## config.mk

```make
export PLATFORM = sky130hd
export DESIGN_NAME = pin_debounce_filter
export DESIGN_NICKNAME = d
export VERILOG_FILES = /design/src/rtl/dbf_pkg.sv /design/src/rtl/dbf_rst_sync.sv /design/src/rtl/dbf_sync.sv /design/src/rtl/dbf_channel.sv /design/src/rtl/pin_debounce_filter.sv
export SDC_FILE = /design/constraint.sdc
export NUM_CORES = 1
export LEC_CHECK = 0
export BUFFER_PORTS_ARGS = -buffer_cell sky130_fd_sc_hd__buf_4
export CELL_PAD_IN_SITES_DETAIL_PLACEMENT = 1
export CELL_PAD_IN_SITES_GLOBAL_PLACEMENT = 1
export CORE_ASPECT_RATIO = 0.5
export CORE_UTILIZATION = 46
export CTS_BUF_LIST = sky130_fd_sc_hd__clkbuf_16
export CTS_CLUSTER_DIAMETER = 30
export CTS_CLUSTER_SIZE = 24
export DETAILED_ROUTE_END_ITERATION = 10
export PLACE_DENSITY = 0.94
export SETUP_SLACK_MARGIN = 0.5
export SLEW_MARGIN = 0
export SYNTH_ARGS = -nofsm -noshare
export SYNTH_HDL_FRONTEND = slang
export SYNTH_HIERARCHICAL = 1
export SYNTH_SLANG_ARGS = --single-unit
```

## constraint.sdc

```tcl
create_clock -name clk -period 3.05 [get_ports clk]
set_input_delay 0.61 -clock clk [delete_from_list [all_inputs] [get_ports clk]]
set_output_delay 0.61 -clock clk [all_outputs]
set_load 0.02 [all_outputs]
```

## src/rtl/dbf_pkg.sv

```systemverilog
package dbf_pkg;

  // Number of consecutive agreeing samples needed to accept a new level.
  parameter int unsigned DBF_DEF_AGREE = 3;

  // Operating mode of a single channel.
  typedef enum logic {
    CH_PASS   = 1'b0,
    CH_FILTER = 1'b1
  } ch_mode_e;

endpackage

```

## src/rtl/dbf_rst_sync.sv

```systemverilog
module dbf_rst_sync (
  input  logic clk,
  input  logic rst_n,
  output logic rst_sync_n
);

  logic [1:0] stage_q;
  logic [1:0] stage_d;

  always_comb begin
    stage_d = {stage_q[0], 1'b1};
  end

  always_ff @(posedge clk or negedge rst_n) begin
    if (!rst_n) begin
      stage_q <= 2'b00;
    end else begin
      stage_q <= stage_d;
    end
  end

  assign rst_sync_n = stage_q[1];

endmodule

```

## src/rtl/dbf_sync.sv

```systemverilog
module dbf_sync #(
  parameter int unsigned WIDTH = 8
) (
  input  logic             clk,
  input  logic             rst_n,
  input  logic [WIDTH-1:0] async_in,
  output logic [WIDTH-1:0] sync_out
);

  logic [WIDTH-1:0] meta_q;
  logic [WIDTH-1:0] sync_q;

  always_ff @(posedge clk or negedge rst_n) begin
    if (!rst_n) begin
      meta_q <= '0;
      sync_q <= '0;
    end else begin
      meta_q <= async_in;
      sync_q <= meta_q;
    end
  end

  assign sync_out = sync_q;

endmodule

```

## src/rtl/dbf_channel.sv

```systemverilog
module dbf_channel
  import dbf_pkg::*;
#(
  parameter int unsigned AGREE = DBF_DEF_AGREE
) (
  input  logic clk,
  input  logic rst_n,
  input  logic filt_on,
  input  logic sample_en,
  input  logic din,
  output logic dout
);

  localparam int unsigned CW = $clog2(AGREE + 1);
  localparam logic [CW-1:0] LAST = CW'(AGREE - 1);

  ch_mode_e        mode;
  logic            lvl_q, lvl_d;
  logic [CW-1:0]   cnt_q, cnt_d;

  assign mode = filt_on ? CH_FILTER : CH_PASS;

  // Next-state: in pass mode the stored level tracks the pin so that entry
  // into filter mode starts from the present level.
  always_comb begin
    lvl_d = lvl_q;
    cnt_d = cnt_q;
    if (mode == CH_PASS) begin
      lvl_d = din;
      cnt_d = '0;
    end else if (sample_en) begin
      if (din != lvl_q) begin
        if (cnt_q == LAST) begin
          lvl_d = din;
          cnt_d = '0;
        end else begin
          cnt_d = cnt_q + 1'b1;
        end
      end else begin
        cnt_d = '0;
      end
    end
  end

  always_ff @(posedge clk or negedge rst_n) begin
    if (!rst_n) begin
      lvl_q <= 1'b0;
      cnt_q <= '0;
    end else begin
      lvl_q <= lvl_d;
      cnt_q <= cnt_d;
    end
  end

  assign dout = (mode == CH_FILTER) ? lvl_q : din;

endmodule

```

## src/rtl/pin_debounce_filter.sv

```systemverilog
module pin_debounce_filter
  import dbf_pkg::*;
#(
  parameter int unsigned      CHANNELS = 8,
  parameter int unsigned      AGREE    = DBF_DEF_AGREE,
  parameter int unsigned      ADDR_W   = 8,
  parameter logic [ADDR_W-1:0] REG_ADDR = 8'hDF
) (
  input  logic                clk,
  input  logic                rst_n,
  input  logic [ADDR_W-1:0]   reg_addr,
  input  logic                reg_wr,
  input  logic [CHANNELS-1:0] reg_wdata,
  output logic [CHANNELS-1:0] reg_rdata,
  input  logic [CHANNELS-1:0] pins_raw,
  input  logic                sample_stb,
  input  logic                stop_mode,
  output logic [CHANNELS-1:0] pins_filt
);

  logic                rst_int_n;
  logic [CHANNELS-1:0] pins_sync;
  logic [CHANNELS-1:0] en_q, en_d;
  logic                reg_hit;
  logic                wr_en;

  dbf_rst_sync u_rst_sync (
    .clk        (clk),
    .rst_n      (rst_n),
    .rst_sync_n (rst_int_n)
  );

  dbf_sync #(.WIDTH(CHANNELS)) u_pin_sync (
    .clk      (clk),
    .rst_n    (rst_int_n),
    .async_in (pins_raw),
    .sync_out (pins_sync)
  );

  // Enable register
  assign reg_hit = (reg_addr == REG_ADDR);
  assign wr_en   = reg_wr & reg_hit;

  always_comb begin
    en_d = en_q;
    if (wr_en) begin
      en_d = reg_wdata;
    end
  end

  always_ff @(posedge clk or negedge rst_int_n) begin
    if (!rst_int_n) begin
      en_q <= '0;
    end else begin
      en_q <= en_d;
    end
  end

  assign reg_rdata = reg_hit ? en_q : '0;

  // Per-channel filters
  for (genvar gi = 0; gi < CHANNELS; gi++) begin : g_ch
    dbf_channel #(.AGREE(AGREE)) u_ch (
      .clk       (clk),
      .rst_n     (rst_int_n),
      .filt_on   (en_q[gi] & ~stop_mode),
      .sample_en (sample_stb),
      .din       (pins_sync[gi]),
      .dout      (pins_filt[gi])
    );
  end

endmodule

```

==> reports/results.ini <==
[yosys]
synth_xor_area_share_pct = 3.19
synth_top_area_share_pct = 57.0
syn-cell-area_um2 = 2190
yosys.area.top_type = dfrtp_1
ys_ff_latch = 50
synth_adder_area_share_pct = 0
yosysSeqAreaShare_pct = 57.0
ys.warnings.count = 6
synth_top_family_by_area = simple AND/OR/NAND/NOR gates
syn-num-nets = 213
ys.flop_type = dfrtp_1
syn-instance-count = 184
synth_area_leaders = dfrtp_1, o41ai_1, nand3b_1
synth_edf_count = 0
ys_types = 17
synth_area_per_cell_um2 = 11.9
synth.most_common_cell = dfrtp_1
synthMuxAreaShare_pct = 4.10
async_flop_share_pct = 100
synth-compound-area-share_pct = 9.12
yosys.area_share.simple_pct = 24.9
ys_top_cells_by_count = dfrtp_1, nand2_1, nand3b_1, o41ai_1

[cts]
h-tree-depth = 2
cts-root-buf = clkbuf_16
clk_transition_reported_paths_ns = 0.06
clkSinkCount = 50
holdBufCountCts = 0
clkLatencyLatePin_ns = 0.29
cts_buffer_depth = 2
numCtsBuffers = 5
cts_tree = built
cts_setup_buffers = 0
cts_resized = 0

[floorplan]
core-area_um2 = 4490
initial_core_util_pct = 48.9
io-pin-count = 45
die_h_um = 50.8
fp.dieArea_um2 = 5070
rows = 17
fp.dieW_um = 99.7

[worst_setup_path]
worstSetupEndpointType = primary output
critPathMaxStageDelay_ns = 0.43
timing.rr.end = g_ch[7].u_ch/cnt_q[1]$_DFFE_PN0P_
worstSetupPathType = in -> out
worst_setup_path_start_kind = primary input
worstPathArrival_ns = 1.76
r2r_cells = 3
critical_path.max_fanout = 8
crit_end = reg_rdata[4]
path_cells = buf_4, nand4b_1, nor2_1, and2_1, buf_4
crit_start = reg_addr[5]
crit_slowest_cell = nor2_1
cp.required_ns = 2.44
r2r_setup_slack_ns = 1.59
crit_path_frequent_cell = buf_4
r2r-start = en_q[7]$_DFFE_PN0P_

[layout]
final_cells = 302
n_antenna_cell = 0
nFillCells = 481
nets = 264
multi_input_area_um2 = 910
ff_latch_area_um2 = 1250
drive_above_1_share_pct = 25.4
syn_to_final_growth_pct = 25.1

[min_path]
min_path_type = in -> async

[timing]
max_slew.worst_pin.slew_ns = 1.06
min_period_ns = 2.37
setup_viol = 0
max_freq_mhz = 422
slew_headroom_pct = 29.1
rsz0062_at_grt = no
slew_violations = 0
hold_viol_final = 0
clock_skew_ns = 0.00561
fin_crit_sh_pct = 77.6
fin_tns_setup_ns = 0

[detailed_routing]
routed_wirelength_um = 6280
ant_nets = 0
num_vias = 1707
via_per_inst = 5.65
routedWlPerCell_um = 20.8
drc = 0
dr.pass1.iters = 4
drtIter0Drc = 71

[global_routing]
grt_pass1_wl_um = 9760
grt-ovfl-total = 0
antenna_found_initial = 0
grt_max_degree = 49
grt_pass1_vias = 1826
track_usage_pct = 26.1

[job]
drv_cap = 0

[status]
status = complete, no violations

[place]
dp_cells = 294
dpl.hpwl_um = 3820
routabilityCongestion = 0.657
io_buffers = 44

[power_and_ir_drop]
leakagePower_uw = 0.00124
peakVddDrop_uv = 297
powerDensity_nw_per_um2 = 495

==> layer usage <==
metal	vias to the layer above	share of wire (%)	GRT usage (%)
li1	768	-	-
met1	894	43	31.3
met2	31	52	47.9
met3	14	2.3	4.79
met4	0	2.2	9.56
met5	-	0	0
==> layout by cell type, fill, tap and decap left out, drive strengths merged, types with 2 or more instances in the layout <==
| cell type | count |
|---|---|
| nand3b | 16 |
| mux2 | 8 |
| buf | 44 |
| inv | 10 |
| and3b | 8 |
| and2 | 8 |
| nand2 | 24 |
| o41ai | 16 |
| dfrtp | 50 |
| nand4b | 9 |
| o211ai | 8 |
| clkinv | 2 |
| clkbuf | 5 |
| nor2b | 8 |
| xnor2 | 8 |
| or2b | 8 |
==> worst max-delay path: cells and delay by family <==
kind,cells,cell delay [ns]
AND/OR/NAND/NOR,3,0.89
buffers and inverters,2,0.25
==> worst min path at each step <==
stage | start | to | cells past startpoint
global route | rst_n | u_rst_sync/stage_q[1]$_DFF_PN0_ | 1
CTS | rst_n | u_rst_sync/stage_q[1]$_DFF_PN0_ | 1
detailed placement | u_pin_sync/meta_q[5]$_DFF_PN0_ | u_pin_sync/sync_out[5]$_DFF_PN0_ | 0
floorplan | rst_n | u_rst_sync/stage_q[0]$_DFF_PN0_ | 0
finish | rst_n | u_rst_sync/stage_q[0]$_DFF_PN0_ | 1
global placement | u_pin_sync/meta_q[5]$_DFF_PN0_ | u_pin_sync/sync_out[5]$_DFF_PN0_ | 0
==> power breakdown <==
group | switching, uW | internal [uW] | total [uW]
sequential | 30.1 | 686 | 717
clock | 240 | 297 | 537
combinational | 51.2 | 54.5 | 106
total | 321 | 1040 | 1360
==> flip-flops by register name, indices dropped and copies added (netlist names) <==
name	count
u_pin_sync/meta_q	8
g_ch.u_ch/lvl_q	8
g_ch.u_ch/cnt_q	16
u_pin_sync/sync_out	8
u_rst_sync/stage_q	2
en_q	8
==> cell type report <==
cell class                 instances  area share [%]
clock inverter                     3           0.456
tap                               66            3.01
timing repair buffer              44            12.0
clock buffer                       5            4.56
sequential                        50            45.6
inverter                           9            1.23
multi-input combinational        125            33.1
==> logic make-up (layout without fill, tap and decap cells) <==
family | count (synthesis) | count (layout)
and+or+nand+nor | 84 | 84
other | 1 | 1
muxes | 8 | 8
AOI/OAI and AO/OA | 24 | 24
DFF | 50 | 50
xor gates and xnor gates | 8 | 8
buffers and inverters | 9 | 61
==> metrics by stage <==
step,util [%],setup WS (ns),power [uW],instance area [um2],hold slack (ns)
after global placement,58.1,0.771,819,2610,0.332
after global routing,61.2,0.602,1400,2750,0.0892
after detailed placement,58.1,0.637,829,2610,0.336
final,61.2,0.682,1360,2750,0.0939
after floorplan,-,1.10,768,2190,0.314
after CTS,61.2,0.685,1370,2750,0.0918
(Power assumes the default switching activity.)
